`src/rtl/rxcg_pkg.sv`:
```
package rxcg_pkg;

   typedef struct packed {
      logic gate_en;
      logic mode_100;
      logic loopback;
      logic bypass;
   } rxcg_mode_t;

   // gating may stop the clock only in this combination of mode bits
   function automatic logic rxcg_gating_ok(input rxcg_mode_t m);
      return m.gate_en & m.mode_100 & ~m.loopback & ~m.bypass;
   endfunction

endpackage

```
`src/rtl/rxcg_delay.sv`:
```
module rxcg_delay #(
   parameter int DATA_W = 4
) (
   input  logic              clk,
   input  logic              rst_n,
   input  logic              dv_in,
   input  logic [DATA_W-1:0] data_in,
   output logic              dv_q,
   output logic [DATA_W-1:0] data_q
);

   if (DATA_W < 1) begin : g_bad_width
      $error("rxcg_delay: DATA_W must be at least 1");
   end

   always_ff @(posedge clk or negedge rst_n) begin
      if (!rst_n) begin
         dv_q   <= 1'b0;
         data_q <= '0;
      end else begin
         dv_q   <= dv_in;
         data_q <= data_in;
      end
   end

   a_r2_dv_delay : assert property (@(posedge clk) disable iff (!rst_n)
      $past(rst_n) |-> (dv_q == $past(dv_in)));

endmodule

```
`src/rtl/rxcg_tail.sv`:
```
module rxcg_tail #(
   parameter int TAIL_CYC = 64
) (
   input  logic clk,
   input  logic rst_n,
   input  logic dv_q,
   output logic busy
);

   if (TAIL_CYC < 0) begin : g_bad_tail
      $error("rxcg_tail: TAIL_CYC must not be negative");
   end

   if (TAIL_CYC > 0) begin : g_count
      localparam int CNT_W = $clog2(TAIL_CYC + 1);
      localparam logic [CNT_W-1:0] LOAD = CNT_W'(TAIL_CYC);

      logic [CNT_W-1:0] cnt;

      always_ff @(posedge clk or negedge rst_n) begin
         if (!rst_n)
            cnt <= '0;
         else if (dv_q)
            cnt <= LOAD;
         else if (cnt != '0)
            cnt <= cnt - 1'b1;
      end

      assign busy = (cnt != '0);

      a_r8_reload : assert property (@(posedge clk) disable iff (!rst_n)
         dv_q |=> (cnt == LOAD));
      a_r8_countdown : assert property (@(posedge clk) disable iff (!rst_n)
         (!dv_q && cnt != '0) |=> (cnt == $past(cnt) - 1'b1));
      a_r8_bound : assert property (@(posedge clk) disable iff (!rst_n)
         cnt <= LOAD);
   end else begin : g_no_tail
      assign busy = 1'b0;
   end

endmodule

```
`src/rtl/rxcg_hold.sv`:
```
module rxcg_hold (
   input  logic clk,
   input  logic rst_n,
   input  logic want,
   output logic en
);

   // captured on the falling edge, so the enable is stable across the high phase
   always_ff @(negedge clk or negedge rst_n) begin
      if (!rst_n)
         en <= 1'b1;
      else
         en <= want;
   end

   always @(en) begin
      if (rst_n) begin
         a_r10_low_phase : assert (!clk);
      end
   end

endmodule

```
`src/rtl/rxclk_gate_ctrl.sv`:
```
module rxclk_gate_ctrl #(
   parameter int DATA_W   = 4,
   parameter int TAIL_CYC = 64
) (
   input  logic              clk,
   input  logic              rst_n,
   input  logic              gate_en,
   input  logic              mode_100,
   input  logic              loopback,
   input  logic              bypass,
   input  logic              rx_dv_in,
   input  logic [DATA_W-1:0] rx_data_in,
   output logic              rx_dv_out,
   output logic [DATA_W-1:0] rx_data_out,
   output logic              clk_en
);

   import rxcg_pkg::*;

   if (DATA_W < 1 || TAIL_CYC < 0) begin : g_bad_params
      $error("rxclk_gate_ctrl: illegal parameter values");
   end

   rxcg_mode_t mode;
   logic       gating_ok;
   logic       tail_busy;
   logic       want_clk;

   assign mode      = '{gate_en: gate_en, mode_100: mode_100,
                        loopback: loopback, bypass: bypass};
   assign gating_ok = rxcg_gating_ok(mode);

   rxcg_delay #(.DATA_W(DATA_W)) u_delay (
      .clk     (clk),
      .rst_n   (rst_n),
      .dv_in   (rx_dv_in),
      .data_in (rx_data_in),
      .dv_q    (rx_dv_out),
      .data_q  (rx_data_out)
   );

   rxcg_tail #(.TAIL_CYC(TAIL_CYC)) u_tail (
      .clk   (clk),
      .rst_n (rst_n),
      .dv_q  (rx_dv_out),
      .busy  (tail_busy)
   );

   // the undelayed valid flag is the early wake-up
   assign want_clk = ~gating_ok | rx_dv_in | rx_dv_out | tail_busy;

   rxcg_hold u_hold (
      .clk   (clk),
      .rst_n (rst_n),
      .want  (want_clk),
      .en    (clk_en)
   );

   a_r3_no_gate_off : assert property (@(posedge clk) disable iff (!rst_n)
      (!gate_en || !mode_100) |-> clk_en);
   a_r4_loopback_on : assert property (@(posedge clk) disable iff (!rst_n)
      loopback |-> clk_en);
   a_r5_bypass_on : assert property (@(posedge clk) disable iff (!rst_n)
      bypass |-> clk_en);
   a_r7_early_wake : assert property (@(posedge clk) disable iff (!rst_n)
      $rose(rx_dv_out) |-> ($past(clk_en) && clk_en));
   a_r9_on_with_valid : assert property (@(posedge clk) disable iff (!rst_n)
      rx_dv_out |-> clk_en);

endmodule

```
`config.mk`:
```
export PLATFORM = sky130hd
export DESIGN_NAME = rxclk_gate_ctrl
export DESIGN_NICKNAME = d
export VERILOG_FILES = /design/src/rtl/rxcg_pkg.sv /design/src/rtl/rxcg_delay.sv /design/src/rtl/rxcg_tail.sv /design/src/rtl/rxcg_hold.sv /design/src/rtl/rxclk_gate_ctrl.sv
export SDC_FILE = /design/constraint.sdc
export NUM_CORES = 1
export LEC_CHECK = 0
export ABC_AREA = 1
export BUFFER_PORTS_ARGS = -buffer_cell sky130_fd_sc_hd__buf_4
export CORE_MARGIN = 3
export CORE_UTILIZATION = 45
export CTS_BUF_LIST = sky130_fd_sc_hd__clkbuf_4
export DETAILED_ROUTE_END_ITERATION = 12
export MAX_ROUTING_LAYER = met4
export PLACE_DENSITY = 0.71
export SYNTH_ARGS = -nofsm -noshare
export SYNTH_HDL_FRONTEND = slang
export SYNTH_HIERARCHICAL = 1
export SYNTH_SLANG_ARGS = --single-unit
```
`constraint.sdc`:
```
create_clock -name clk -period 1.6 [get_ports clk]
set_input_delay 0.16 -clock clk [delete_from_list [all_inputs] [get_ports clk]]
set_output_delay 0.16 -clock clk [all_outputs]
set_load 0.02 [all_outputs]
```
==> flow_summary.ini, run 1 <==
[grt]
gr-usage-all-layers_pct = 19.06
grt_pass1_wl_um = 2484
overflow = 0
grt_pass1_vias = 605
antenna_found_initial = 0
grt_max_degree = 14

[logic_synthesis]
synth_adder_area_share_pct = 2.058
synth_top_family_by_area = simple AND/OR/NAND/NOR gates
synth_area_leaders = dfrtp_1, inv_1, nand2_1
ys_warn_count = 6
avgSynthCellArea_um2 = 8.813
synth-async-reset-ratio_pct = 100.0
syn_nets = 81
synth_area_um2 = 608.1
synth_compound_area_share_pct = 3.086
synthCells = 69
synth-xor-area-share_pct = 0
ys_types = 17
synth-simple-area-share_pct = 31.28
synth_seq_area_share_pct = 53.70
synth_top_cell_area_share_pct = 49.38
synth_top_area_cell = dfrtp_1
synth_edf_count = 0
synth.area.mux_share_pct = 0
synth-main-ff-cell = dfrtp_1
ys_ff_latch = 13

[floorplanning]
io_pins = 17
row_count = 12
die_area_um2 = 1828
start_util_pct = 51.27
die_w_um = 42.76
coreArea_um2 = 1186
die_h_um = 42.76

[sta]
setup_viol = 2
layout_setup_ws_ns = -0.3191
fin_worst_skew_ns = 0.05559
report.final.slew_viol_count = 0
slew_headroom_pct = 83.77
rsz0062_at_grt = yes
final-hold-violation-count = 0
worstMarginPinSlew_ns = 0.2432

[route]
routed.top_layer = met4
viasPerCell = 4.828
wl_um = 1407
wl_met3_um = 72
vias = 589
drt-initial-drc-count = 12
post-route-drc-count = 0
routedWlPerCell_um = 11.53
wl_met2_um = 731
postRouteAntennaNets = 0
met1_length_um = 575
first_pass_iters = 4

[setup_path]
reg2reg_slack_ns = -0.27
r2r_cells = 9
startpoint_type = flop
crit_path_top_delay_cell = dfstp_2
startpoint = u_hold/en
crit_buf_inv = 1
r2r_start = u_tail/g_count.cnt[1]
arrival_ns = 1.76
worstSetupEndpoint = clk_en
r2r_end = u_hold/en
crit_chain = buf_6
setup.worst_path.end_class = primary output
critPathMaxStageDelay_ns = 0.52
worstSetupPathType = flop to primary output
crit_cells = 1
cp_max_fo = 1
cp_data_required_time_ns = 1.44
path_delay_family = flip-flops

[cts]
cts.path.max_buffers = 2
cts.htree.levels = 1
cts_made_buffers = 3
root_buffer = clkbuf_4
cts_tree = yes
clock_latency_ns = 0.33
clk_pin_slew_ns = 0.08
clock-sinks = 13

[layout]
drive_above_1_share_pct = 46.30
nFillCells = 76
postLayoutCoreUtil_pct = 80.06
area_growth_syn_to_layout_pct = 56.17
diodes = 0
nNetsFinal = 121
fin_area_um2 = 949.7

[place]
post_dp_cell_area_um2 = 848.3
io_buffers = 16
gp_congestion = 0.7547
hpwlAfterDp_um = 1077

[worst_hold_path]
hold_class = primary input to asynchronous set/reset pin

[power_and_ir_drop]
power_density_nw_per_um2 = 1222
peakVddDrop_uv = 891.7
p_leak_nw = 0.5138

[status]
violations = negative setup slack
outcome = finished, violations left

[flow_run]
maxCapViolCount = 0
==> area by class of cell <==
cell class | count | area [um2] | area share, %
sequential | 13 | 326.6 | 34.39
timing repair buffer | 35 | 281.5 | 29.64
multi-input combinational | 40 | 234.0 | 24.64
inverter | 15 | 56.30 | 5.929
clock buffer | 4 | 30.03 | 3.162
tap | 14 | 17.52 | 1.845
clock inverter | 1 | 3.754 | 0.3953
==> per-stage QoR <==
| stage | worst slack, ns | cells | hold slack [ns] | setup TNS [ns] | total power [mW] |
|---|---|---|---|---|---|
| final | -0.3191 | 122 | 0.2507 | -0.5922 | 1.161 |
| after global placement | -0.2701 | 111 | 0.01312 | -0.2701 | 0.8960 |
| after floorplan | -0.3112 | 69 | -0.1356 | -0.3112 | 0.7013 |
| after CTS | -0.3316 | 122 | 0.2471 | -0.6091 | 1.169 |
| after global routing | -0.3706 | 122 | 0.2423 | -0.7350 | 1.260 |
| after detailed placement | -0.3181 | 111 | 0.01182 | -0.3181 | 0.9198 |
==> state kept, by name, summed over array words and instances (netlist names) <==
signal	cells
u_delay/dv_q	1
u_hold/en	1
u_tail/g_count.cnt	7
u_delay/data_q	4
==> synthesized netlist by cell type (2+ instances only) <==
| master | n |
|---|---|
| nand2_2 | 2 |
| nand3_1 | 4 |
| nor2_1 | 6 |
| nand2_1 | 14 |
| inv_2 | 2 |
| dfrtp_1 | 12 |
| inv_1 | 14 |
| nor2_4 | 2 |
| o21ai_1 | 2 |
| nand4_1 | 2 |
| nor2_2 | 3 |
==> routing by layer <==
metal	global-route usage, %	vias to the layer above
met5	-	-
met4	9.317	0
met3	3.814	3
met2	32.63	23
met1	20.74	276
li1	-	287
==> where the power goes <==
part / internal (mW) / switching [mW] / total [mW]
Combinational: 0.255 / 0.245 / 0.500
Clock: 0.117 / 0.116 / 0.233
Sequential: 0.384 / 0.0443 / 0.428
Total: 0.756 / 0.405 / 1.16
==> cells by family (layout without fill, tap and decap cells) <==
logic type	after synthesis	count (layout)
buffers and inverters	16	55
flip-flops	13	13
AO/OA/AOI/OAI	3	3
AND/OR/NAND/NOR	36	36
adder cells (fa/ha/maj)	1	1
==> worst min-delay path by stage <==
stage / cells after the start / slack (ns) / start / to
finish: 2 / 0.25 / rst_n / u_tail/g_count.cnt[0]
global route: 2 / 0.24 / rst_n / u_tail/g_count.cnt[1]
CTS: 2 / 0.25 / rst_n / u_tail/g_count.cnt[0]
detailed placement: 1 / 0.01 / rst_n / u_tail/g_count.cnt[6]
global placement: 1 / 0.01 / rst_n / u_tail/g_count.cnt[6]
floorplan: 0 / -0.14 / rst_n / u_delay/data_q[0]
==> timing repair <==
item | CTS | global route
buffers inserted | 1 | 0
setup endpoints to repair | 2 | 2
cloned | 0 | 0
gates resized for setup | 1 | 0
hold endpoints to repair | 17 | 0
hold buffers | 6 | 0
==> cells in the final DEF, fill, tap and decap left out <==
cell type       n
o21ai_1         2
nand2_2         2
dlygate4sd3_1   6
a21oi_2         1
nand2_1        14
nand3_2         1
nor2_2          3
nand4_1         2
nand4_2         1
buf_4          28
inv_1          12
inv_2           4
or2_2           1
dfstp_2         1
dfrtp_1        12
nor2_4          2
nor2_1          6
ha_4            1
clkbuf_4        4
nand3_1         4
buf_6           1
Note: power is estimated with default switching activity, not from simulation.
==> run 2, diff against run 1 <==
--- a/config.mk
+++ b/config.mk
@@ -7,13 +7,11 @@
 export LEC_CHECK = 0
 export ABC_AREA = 1
 export BUFFER_PORTS_ARGS = -buffer_cell sky130_fd_sc_hd__buf_4
-export CORE_MARGIN = 3
-export CORE_UTILIZATION = 45
+export CORE_AREA = 3 3 40 42
 export CTS_BUF_LIST = sky130_fd_sc_hd__clkbuf_4
 export DETAILED_ROUTE_END_ITERATION = 12
-export MAX_ROUTING_LAYER = met4
-export PLACE_DENSITY = 0.71
+export DIE_AREA = 0 0 43 45
+export PLACE_DENSITY = 0.69
 export SYNTH_ARGS = -nofsm -noshare
 export SYNTH_HDL_FRONTEND = slang
-export SYNTH_HIERARCHICAL = 1
 export SYNTH_SLANG_ARGS = --single-unit
==> run 2 against run 1 <==
  * The run still ends with negative setup slack left
  * Critical path depth unchanged
  * Critical endpoint unchanged
  * Final cell count decreased by 0.82%
  * Sequential power increased by 9.6%
  * Die area increased by 5.8%
  * Power increased by 19%
  * Clock power decreased by 8%
  * Setup slack improved by 0.0069 ns
  * Routed wire length decreased by 6.1%
  * Largest cell class unchanged
  * Largest power group unchanged
  * Flip-flop and latch count unchanged
  * Final area decreased by 1.1%
  * First-iteration DRC count decreased by 67%
  * Worst hold slack improved by 0.0071 ns
==> flow_summary.ini, run 2 <==
[floorplanning]
io_pins = 17
start_util_pct = 43.91
row_count = 13
die_h_um = 45
coreArea_um2 = 1285
die_area_um2 = 1935
die_w_um = 43

[cts]
cts_tree = yes
clock_latency_ns = 0.33
clk_pin_slew_ns = 0.09
cts.path.max_buffers = 2
root_buffer = clkbuf_4
cts_made_buffers = 3
cts.htree.levels = 1
clock-sinks = 13

[setup_path]
crit_path_top_delay_cell = dfstp_2
crit_buf_inv = 1
path_delay_family = flip-flops
r2r_start = u_tail.g_count.cnt[0]
critPathMaxStageDelay_ns = 0.52
r2r_end = u_hold.en
setup.worst_path.end_class = primary output
reg2reg_slack_ns = -0.22
startpoint_type = flop
crit_chain = buf_6
arrival_ns = 1.75
cp_max_fo = 1
worstSetupPathType = flop to primary output
cp_data_required_time_ns = 1.44
r2r_cells = 7

[layout]
largestRegisters = u_tail.g_count.cnt (7), u_delay.data_q (4)
nFillCells = 88
diodes = 0
fin_area_um2 = 939.7
drive_above_1_share_pct = 44.34
area_growth_syn_to_layout_pct = 66.52
postLayoutCoreUtil_pct = 73.13
layout_commonest_cell = buf_4
regMostFlops = u_tail.g_count.cnt
nNetsFinal = 119
final_cell_mix = buf_4, nand2_1, dfrtp_1
largest_register_ffs = 7

[place]
gp_congestion = 0.7511
post_dp_cell_area_um2 = 798.3
io_buffers = 16
hpwlAfterDp_um = 932.3

[power_and_ir_drop]
power_density_nw_per_um2 = 1476
p_leak_nw = 0.4938
pwr-share-clk_pct = 15.4
peakVddDrop_uv = 724.0
p_sw_mw = 0.5079
seqPwrFrac_pct = 33.8
power_frac_comb_pct = 50.8
p_int_mw = 0.8792
swShare_pct = 36.62

[worst_hold_path]
hold_class = primary input to asynchronous set/reset pin

[logic_synthesis]
ys_ff_latch = 13
synth_edf_count = 0
synthMostInstantiatedCell = nand2_1
synth_top_area_cell = dfrtp_1
synthCells = 64
avgSynthCellArea_um2 = 8.817
synth-async-reset-ratio_pct = 100.0
ys_types = 17
ys_warn_count = 0
syn_nets = 76
synth_area_leaders = dfrtp_1, nand2_1, inv_1
synth_seq_area_share_pct = 57.87
synth_common_cells = nand2_1, dfrtp_1, inv_1, nor2_1, nand3_1
synth_top_cell_area_share_pct = 53.22
synth_area_um2 = 564.3
synth-main-ff-cell = dfrtp_1

[route]
wl_um = 1321
first_pass_iters = 4
postRouteAntennaNets = 0
vias = 552
drt-initial-drc-count = 4
post-route-drc-count = 0
routedWlPerCell_um = 10.92
viasPerCell = 4.562

[status]
violations = negative setup slack
outcome = finished, violations left

[sta]
worstMarginPinSlew_ns = 0.2119
rsz0062_at_grt = yes
final-hold-violation-count = 0
report.final.slew_viol_count = 0
hold_slack_ns = 0.2578
setup_viol = 2
fin_worst_skew_ns = 0.05559
layout_setup_ws_ns = -0.3122
slew_headroom_pct = 85.74

[grt]
grt_max_degree = 14
overflow = 0
antenna_found_initial = 0
gr-usage-all-layers_pct = 14.66
grt_pass1_wl_um = 2139
grt_pass1_vias = 556

[flow_run]
maxCapViolCount = 0
[run 2: stage by stage]
stage / power (mW) / setup slack [ns] / cells / setup TNS, ns
detailed placement: 1.061 / -0.2918 / 106 / -0.2918
CTS: 1.361 / -0.3134 / 118 / -0.5880
global route: 1.502 / -0.3555 / 121 / -0.6078
floorplan: 0.8007 / -0.2944 / 64 / -0.2944
global placement: 1.041 / -0.2336 / 106 / -0.2336
finish: 1.387 / -0.3122 / 121 / -0.5283
[run 2: timing repair]
action / CTS / global route
setup buffers: 3 / 2
hold buffers: 5 / 1
endpoints found under the hold margin: 16 / 1
pin swaps: 5 / 4
gates resized for setup: 5 / 0
setup endpoints to repair: 2 / 2
gates cloned: 0 / 0
[run 2: layout make-up]
| cell class | count | area [um2] | share of cell area, % |
|---|---|---|---|
| flip-flops and latches | 13 | 326.6 | 34.75 |
| repair buffers | 38 | 304.0 | 32.36 |
| multi-input cells | 40 | 221.5 | 23.57 |
| inverters | 10 | 37.54 | 3.995 |
| clock buffers | 3 | 22.52 | 2.397 |
| well taps | 15 | 18.77 | 1.997 |
| clock inverters | 2 | 8.758 | 0.9321 |
[run 2: cell families (layout without fill, tap and decap cells)]
kind of cell / after synthesis / in the layout / share of synthesized area, %
simple gates: 35 / 35 / 28.38
flops: 13 / 13 / 57.87
buf+inv: 11 / 53 / 7.317
compound gates: 3 / 3 / 2.660
fa+ha+maj: 1 / 1 / 2.217
xor+xnor: 1 / 1 / 1.552
[run 2: how the worst max path moves through the flow]
stage / depth (start not counted) / start / end
finish: 1 / u_hold.en / clk_en
global route: 1 / u_hold.en / clk_en
CTS: 1 / u_hold.en / clk_en
detailed placement: 7 / u_tail.g_count.cnt[1] / u_hold.en
global placement: 7 / u_tail.g_count.cnt[0] / u_hold.en
floorplan: 7 / u_tail.g_count.cnt[0] / u_hold.en
[run 2: routing by layer]
layer	up-vias	GRT usage (%)	part of all wire (%)
li1	280	-	-
met4	0	1.807	0
met1	255	18.27	44
met3	0	3.586	6.4
met5	-	0	0
met2	17	26.65	49
[run 2: power by group through the flow]
stage	Clock, mW	Sequential [mW]	Combinational [mW]
2_1_floorplan	0.00782	0.478	0.315
6_report	0.214	0.469	0.704
5_1_grt	0.245	0.477	0.779
3_5_place_dp	0.00782	0.470	0.584
4_1_cts	0.215	0.469	0.678
3_3_place_gp	0.00782	0.465	0.569
